===== src/rtl/pmrc_pkg.sv =====
package pmrc_pkg;

    typedef enum logic [1:0] {
        MODE_RUN   = 2'd0,
        MODE_IDLE  = 2'd1,
        MODE_PDOWN = 2'd2
    } pm_mode_e;

    typedef struct packed {
        pm_mode_e mode;
    } fsm_state_t;

endpackage


===== src/rtl/pmrc_rst_qual.sv =====
module pmrc_rst_qual #(
    parameter int QUAL_CYCLES = 2
) (
    input  logic clk,
    input  logic rst_n,
    input  logic rst_pin,
    input  logic mc_tick,
    output logic qual_rst
);
    localparam int LIMIT = QUAL_CYCLES + 1;
    localparam int CW    = $clog2(LIMIT + 1);

    typedef struct packed {
        logic [CW-1:0] cnt;
    } qual_state_t;

    qual_state_t st_d, st_q;

    always_comb begin
        st_d = st_q;
        if (!rst_pin) begin
            st_d.cnt = '0;
        end else if (mc_tick && (st_q.cnt != CW'(LIMIT))) begin
            st_d.cnt = st_q.cnt + 1'b1;
        end
    end

    always_ff @(posedge clk or negedge rst_n) begin
        if (!rst_n) st_q <= '0;
        else        st_q <= st_d;
    end

    assign qual_rst = (st_q.cnt == CW'(LIMIT));

    // a low pin always empties the count
    p_cnt_clear_r3: assert property (@(posedge clk) disable iff (!rst_n)
        !rst_pin |=> (st_q.cnt == '0));

    // reset only rises after a tick seen with the pin high
    p_rise_needs_pin_r2: assert property (@(posedge clk) disable iff (!rst_n)
        $rose(qual_rst) |-> ($past(rst_pin) && $past(mc_tick)));

    // counter saturates at its limit
    p_no_overflow_r2: assert property (@(posedge clk) disable iff (!rst_n)
        st_q.cnt <= CW'(LIMIT));
endmodule


===== src/rtl/pmrc_mode_fsm.sv =====
module pmrc_mode_fsm
    import pmrc_pkg::*;
(
    input  logic     clk,
    input  logic     rst_n,
    input  logic     qual_rst,
    input  logic     pcon_wr,
    input  logic     pcon_idle,
    input  logic     pcon_pd,
    input  logic     irq_pend,
    output pm_mode_e mode
);
    fsm_state_t st_d, st_q;

    always_comb begin
        st_d = st_q;
        if (qual_rst) begin
            st_d.mode = MODE_RUN;
        end else begin
            unique case (st_q.mode)
                MODE_RUN: begin
                    if (pcon_wr && pcon_pd)        st_d.mode = MODE_PDOWN;
                    else if (pcon_wr && pcon_idle) st_d.mode = MODE_IDLE;
                end
                MODE_IDLE: begin
                    if (irq_pend) st_d.mode = MODE_RUN;
                end
                MODE_PDOWN: begin
                    st_d.mode = MODE_PDOWN;
                end
                default: st_d.mode = MODE_RUN;
            endcase
        end
    end

    always_ff @(posedge clk or negedge rst_n) begin
        if (!rst_n) st_q <= '{mode: MODE_RUN};
        else        st_q <= st_d;
    end

    assign mode = st_q.mode;

    // power-down wins over idle on a joint write
    p_pd_priority_r7: assert property (@(posedge clk) disable iff (!rst_n)
        (st_q.mode == MODE_RUN && pcon_wr && pcon_pd && !qual_rst)
        |=> (st_q.mode == MODE_PDOWN));

    // a pending interrupt leaves idle
    p_idle_exit_r5: assert property (@(posedge clk) disable iff (!rst_n)
        (st_q.mode == MODE_IDLE && irq_pend && !qual_rst) |=> (st_q.mode == MODE_RUN));

    // only the qualified reset leaves power-down
    p_pd_sticky_r8: assert property (@(posedge clk) disable iff (!rst_n)
        (st_q.mode == MODE_PDOWN && !qual_rst) |=> (st_q.mode == MODE_PDOWN));

    // writes ignored outside run
    p_idle_hold_r9: assert property (@(posedge clk) disable iff (!rst_n)
        (st_q.mode == MODE_IDLE && !irq_pend && !qual_rst) |=> (st_q.mode == MODE_IDLE));
endmodule


===== src/rtl/pmrc_clk_ctl.sv =====
module pmrc_clk_ctl
    import pmrc_pkg::*;
(
    input  pm_mode_e mode,
    input  logic     rst_pin,
    output logic     cpu_clk_en,
    output logic     per_clk_en,
    output logic     osc_en,
    output logic     idle_flag,
    output logic     pd_flag
);
    always_comb begin
        idle_flag  = (mode == MODE_IDLE);
        pd_flag    = (mode == MODE_PDOWN);
        cpu_clk_en = (mode == MODE_RUN);
        per_clk_en = !pd_flag;
        osc_en     = !pd_flag || rst_pin;
    end
endmodule


===== src/rtl/pwr_rst_ctrl.sv =====
module pwr_rst_ctrl #(
    parameter int QUAL_CYCLES = 2
) (
    input  logic clk,
    input  logic rst_n,
    input  logic rst_pin,
    input  logic mc_tick,
    input  logic pcon_wr,
    input  logic pcon_idle,
    input  logic pcon_pd,
    input  logic irq_pend,
    output logic cpu_clk_en,
    output logic per_clk_en,
    output logic osc_en,
    output logic core_rst,
    output logic idle_flag,
    output logic pd_flag
);
    import pmrc_pkg::*;

    pm_mode_e mode;
    logic     qual_rst;

    pmrc_rst_qual #(.QUAL_CYCLES(QUAL_CYCLES)) u_qual (
        .clk      (clk),
        .rst_n    (rst_n),
        .rst_pin  (rst_pin),
        .mc_tick  (mc_tick),
        .qual_rst (qual_rst)
    );

    pmrc_mode_fsm u_fsm (
        .clk       (clk),
        .rst_n     (rst_n),
        .qual_rst  (qual_rst),
        .pcon_wr   (pcon_wr),
        .pcon_idle (pcon_idle),
        .pcon_pd   (pcon_pd),
        .irq_pend  (irq_pend),
        .mode      (mode)
    );

    pmrc_clk_ctl u_ctl (
        .mode       (mode),
        .rst_pin    (rst_pin),
        .cpu_clk_en (cpu_clk_en),
        .per_clk_en (per_clk_en),
        .osc_en     (osc_en),
        .idle_flag  (idle_flag),
        .pd_flag    (pd_flag)
    );

    assign core_rst = qual_rst;

    // a high pin in power-down restarts the oscillator
    p_osc_on_pin_r8: assert property (@(posedge clk) disable iff (!rst_n)
        (pd_flag && rst_pin) |-> osc_en);

    // power-down with the pin low stops every clock
    p_pd_all_off_r6: assert property (@(posedge clk) disable iff (!rst_n)
        (pd_flag && !rst_pin) |-> (!osc_en && !cpu_clk_en && !per_clk_en));

    // idle keeps peripherals clocked
    p_idle_periph_r4: assert property (@(posedge clk) disable iff (!rst_n)
        idle_flag |-> (per_clk_en && osc_en && !cpu_clk_en));
endmodule


===== config.mk =====
export PLATFORM = sky130hd
export DESIGN_NAME = pwr_rst_ctrl
export DESIGN_NICKNAME = d
export VERILOG_FILES = /design/src/rtl/pmrc_pkg.sv /design/src/rtl/pmrc_rst_qual.sv /design/src/rtl/pmrc_mode_fsm.sv /design/src/rtl/pmrc_clk_ctl.sv /design/src/rtl/pwr_rst_ctrl.sv
export SDC_FILE = /design/constraint.sdc
export NUM_CORES = 1
export LEC_CHECK = 0
export ABC_AREA = 1
export BUFFER_PORTS_ARGS = -buffer_cell sky130_fd_sc_hd__buf_2
export CORE_AREA = 2 2 39 41
export DETAILED_ROUTE_END_ITERATION = 10
export DIE_AREA = 0 0 41 43
export RECOVER_POWER = 25
export SLEW_MARGIN = 10
export SYNTH_ARGS = -nofsm -noshare
export SYNTH_HDL_FRONTEND = slang
export SYNTH_HIERARCHICAL = 1
export SYNTH_SLANG_ARGS = --single-unit

===== constraint.sdc =====
create_clock -name clk -period 1.4 [get_ports clk]
set_clock_uncertainty 0.2 [all_clocks]
set_input_delay 0.07 -clock clk [delete_from_list [all_inputs] [get_ports clk]]
set_output_delay 0.07 -clock clk [all_outputs]
set_load 0.02 [all_outputs]

# == Word-level counts from Yosys, hierarchy flattened ==
# Cells that the tools add are included.
# op_classes
mux,7
add_sub_neg,1
n_reduce_logical,7
eq_ne,7
# ops
cell,n
2-bit two-way mux,6
2-bit case mux with 3 select lines,1
2-bit equality test (second input constant),2
4-bit by 1-bit inequality test with 1-bit output (second input constant),1
1-bit logical AND,3
3-bit inequality test (second input constant),1
2-bit by 1-bit adder with 2-bit output (second input constant),1
2-bit by 1-bit equality test with 1-bit output (second input constant),1
2-bit zero test,1
2-bit by 1-bit inequality test with 1-bit output (second input constant),1
2-bit inequality test (second input constant),1
2-bit AND reduction,1
1-bit zero test,1
1-bit logical OR,1
# totals
regBits,4
output_inout_bits,6

# == Depth between registers and ports, before layout ==
# depth
ltp_word,5
ltp_mapped,5
mapped_depth_nobuf,5

# == By module ==
# The synthesis kept the hierarchy.
# by_module_without_submodules
module,n_inst,cells_per_inst,area_per_inst_um2,seq_area_each_um2
pmrc_mode_fsm,1,20,122.6,50.0
pmrc_rst_qual,1,12,106.4,50.0
pmrc_clk_ctl,1,7,30.0,0.0

# == Worst setup path after synthesis ==
# Ideal clock, no wire load.
# synth_path
path_type,register -> register
startpoint,register u_qual/st_q[0] in the netlist's numbering
endpoint,"register u_fsm.st_q, in the netlist u_fsm/mode[0]"
synth_period_minus_slack_ps,1285
setup_time_ps,77
slack_ps,115
path_stages_with_launch,5
required_time_ps,1123
arrival_ps,1008
n_path_buf,0
cell_sequence,dfrtp_1 ha_1 nor2_1 nand3_1 a21oi_1
# synth_between
elab_chain_len,3
elab_cells_between_ends,5
classes_between,eq/ne (3); mux (1); reduce/logical (1)
# synth_lines
element,line_no,source
from (decl),pmrc_rst_qual.sv:17,"qual_state_t st_d, st_q;"
from (signal assigned),pmrc_rst_qual.sv:30,else st_q <= st_d;
2-bit equality test *,pmrc_rst_qual.sv:33,assign qual_rst = (st_q.cnt == CW'(LIMIT));
via core_rst,pwr_rst_ctrl.sv:15,"output logic core_rst,"
4-bit by 1-bit inequality test with 1-bit output (no line) / 3-bit inequality test (equally long branches),n/a,
2-bit AND reduction (no line),n/a,
to (signal assigned),pmrc_mode_fsm.sv:37,if (!rst_n) st_q <= '{mode: MODE_RUN};
to (signal assigned),pmrc_mode_fsm.sv:38,else st_q <= st_d;
to (decl),pmrc_mode_fsm.sv:13,"fsm_state_t st_d, st_q;"
# Mark *: on every way through the listed nets, which the timed path passes. The rest lies on a longest branch.
# A chain may end at the register's enable or synchronous reset.

# == Worst setup path after layout ==
# layout_path
startpoint,register u_qual/st_q[0] in the netlist's numbering
endpoint,output port core_rst
# layout_between
elab_chain_len,1
# layout_lines
element,line_no
2-bit equality test,pmrc_rst_qual.sv:33
to (decl),pwr_rst_ctrl.sv:15
# No other way between the ends.

==> metrics.md <==
| Metric | Value |
|---|---|
| Clk buf depth | 2 |
| RR Startpoint | u_qual/st_q[0] |
| Startpoint Class | flop |
| RSZ-0062 raised after global routing | no |
| Number of buffers added on ports | 13 |
| Critical path's largest stage delay | between 300 and 400 ps |
| Post-layout min period | 1330 ps |
| Antenna Nets Post-Route | 0 |
| Proportion of layout cells with a drive suffix above 1 | between 30% and 40% |
| Cell Area, Synth | 259 sq um |
| Setup crit end | core_rst |
| Seq/Total Area, Yosys | between 30% and 40% |
| Combinational power share | between 50% and 60% |
| Dpl hpwl | around 430 microns |
| CTS clk-pin slew, worst paths | 30 ps |
| Leakage | 0.000257 uW |
| Worst reg2reg path depth | 4 |
| CTS tree | done |
| First-pass GRT wire length | approximately 940 microns |
| XOR/XNOR Fraction of Synth Area | 0% |
| WP depth | 2 |
| Synth Area in Compound Gates | 1.93% |
| Main combinational cell family by area after synthesis | simple AND/OR/NAND/NOR gates |
| Antenna violations before repair | 0 |
| Die H | 43 microns |
| Crit Path Max Fanout | 5 |
| Crit path launch | u_qual/st_q[0] |
| Setup Crit Path Kind | flop to output pin |
| Via Count | 292 |
| DIE AREA | about 1800 sq um |
| Core Area | 1380 sq um |
| Hold buffers post-CTS | 8 |
| Core Util, Final | 32.3% |
| Hold Crit Class | flop to flop |
| Final WL | between 500 and 600 microns |
| Slew headroom | 84.6% |
| Clock share of power | 20.3% |
| Die Width | 41 microns |
| Net Sw Frac | 44.2% |
| TritonCTS buffer count | 3 |
| Routed vias/inst | approximately 3.7 |
| Max VDD drop | 0.000600 V |
| CP endpoint kind | output pin |
| Placer congestion estimate | 0.638 |
| I/O pins | 14 |
| DRC violations left | 0 |
| Delay-heaviest family, CP | flip-flops |
| Syn_area_per_cell | approximately 6.6 sq um |
| Crit Reg-Reg Endpoint | u_fsm/mode[0] |
| Critical path required time | around 1100 ps |
| Slew @ Worst Pin | approximately 230 ps |
| Starting DRT DRC Count | 0 |
| Cells after Synth | 39 |
| Register share of total power | 29.3% |
| F_max | 752 MHz |
| Post-route cell area | roughly 450 sq um |
| Simple-Gate Fraction of Synth Area | 41.5% |
| Post-synthesis mux area share | 0% |
| Number of max-cap violations | 0 |
| CP Cell Sequence | ha_1, buf_2 |
| WP buf/inv | 1 |
| Period Utilization, post-route | between 90% and 100% |
| TNS Setup | 0 ps |
| Pwr dens | 1500 nW/um^2 |
| Placed cell areas | 344 sq um |
| Clock sink count | 4 |
| Status | finished clean |
| Post-CTS Setup Bufs | 0 |
| Hold Fails Final Rpt | 0 |
| Slew Viols, Final | 0 |
| Clock Latency Late Sink | around 230 ps |
| Final setup vio count | 0 |
| Slowest CP cell | dfrtp_1 |
| Drt pass-1 iters | 1 |
| Wirelength per Cell | 7.42 microns |
| Hold depth | 2 |
| Yosys Warn Count | 6 |
| Root Driver | clkbuf_4 |
| GR Overflow Total | 0 |
| Initial Util | 18.7% |
| # rows | 14 |
| Post-Synth Adder-Cell Area | ~4.8% |
| Vias in the first global route | 246 |
| CP arrival | 1060 ps |
| Synth Register Bits | 4 |
| Synth cell types | 11 |
| # nets final | between 70 and 80 |
| Syn_nets | 48 |
| Antenna Cells | 0 |
| Cts repair resizes | 0 |
| Gr usage total | just over 8% |
| H-tree levels | 1 |
| Reg2reg setup slack | 110 ps |
| Largest net degree at the start of global routing | 8 |
| Area growth, synth to finish | 72.5% |
| Int Power | 375 uW |
| Switching pwr | around 300 uW |
[cell usage after synthesis]
cell	n	share of area (%)
inv_2	1	1.4
nand2_2	2	4.8
inv_1	8	12
nand2_1	9	13
a21oi_1	1	1.9
nor2_2	1	2.4
nand3_1	4	7.7
nor2_1	6	8.7
ha_1	1	4.8
nand4_1	2	4.8
dfrtp_1	4	39
[layer usage]
| metal | wire length [microns] | vias to the layer above | track usage, % |
|---|---|---|---|
| met1 | 303 | 115 | 10.5 |
| met4 | 0 | 0 | 2.00 |
| met5 | 0 | - | 0 |
| met2 | 234 | 9 | 10.6 |
| li1 | - | 168 | - |
| met3 | 48 | 0 | 6.28 |
[cell type report]
type,count,area [sq um]
Clock buffer,3,22.5
Multi-Input combinational cell,26,125
Timing Repair Buffer,21,145
Sequential cell,4,100
Tap cell,16,20.0
Fill cell,148,937
Inverter,9,33.8
[registers in the layout, summed over array words and instances, names as in the netlist]
name         cells
u_fsm/mode       2
u_qual/st_q      2
[placed cells by master, fill, tap and decap left out]
cell type,netlist,final
inv_1,8,8
a21oi_1,1,1
ha_1,1,1
nand3_1,4,4
nand4_1,2,2
nand2_2,2,2
buf_2,0,13
nor2_1,6,6
inv_2,1,1
clkbuf_4,0,3
nand2_1,9,9
dfrtp_1,4,4
nor2_2,1,1
dlygate4sd3_1,0,8
[through the flow]
step | power (uW) | worst slack (ps) | hold WS (ps) | cells
after detailed placement | 523 | 115 | -322 | 68
after global placement | 518 | 120 | -321 | 68
after global routing | 740 | 12.3 | 352 | 79
after floorplan | 422 | 115 | -426 | 39
after CTS | 684 | 48.7 | 319 | 79
final | 672 | 69.4 | 324 | 79
[tightest hold or removal path, stage by stage, from the launching register on]
cell     delay [ps]
dfrtp_1         350
nand3_1          80
nand2_1          50
[power groups by stage]
stage,Combinational (uW),Sequential (uW),Clock (uW)
2_1_floorplan,232,189,0
3_3_place_gp,320,198,0
3_5_place_dp,324,199,0
4_1_cts,341,198,144
5_1_grt,384,201,155
6_report,338,197,137
[how the worst min path moves through the flow]
stage	start	end	slack, ps
after floorplan	rst_n	u_fsm/mode[0]	-430
after global placement	rst_n	u_fsm/mode[1]	-320
after detailed placement	rst_n	u_fsm/mode[1]	-320
after CTS	u_qual/st_q[1]	u_qual/st_q[1]	320
after global routing	u_qual/st_q[1]	u_qual/st_q[1]	350
final	u_qual/st_q[1]	u_qual/st_q[1]	320
[cells by family (layout without fill, tap and decap cells)]
family | Yosys count | count (layout)
AO/OA/AOI/OAI | 1 | 1
flip-flops | 4 | 4
AND/OR/NAND/NOR | 24 | 24
adder cells (fa/ha/maj) | 1 | 1
buffers and inverters | 9 | 33
Power figures use the tool's default switching activity.
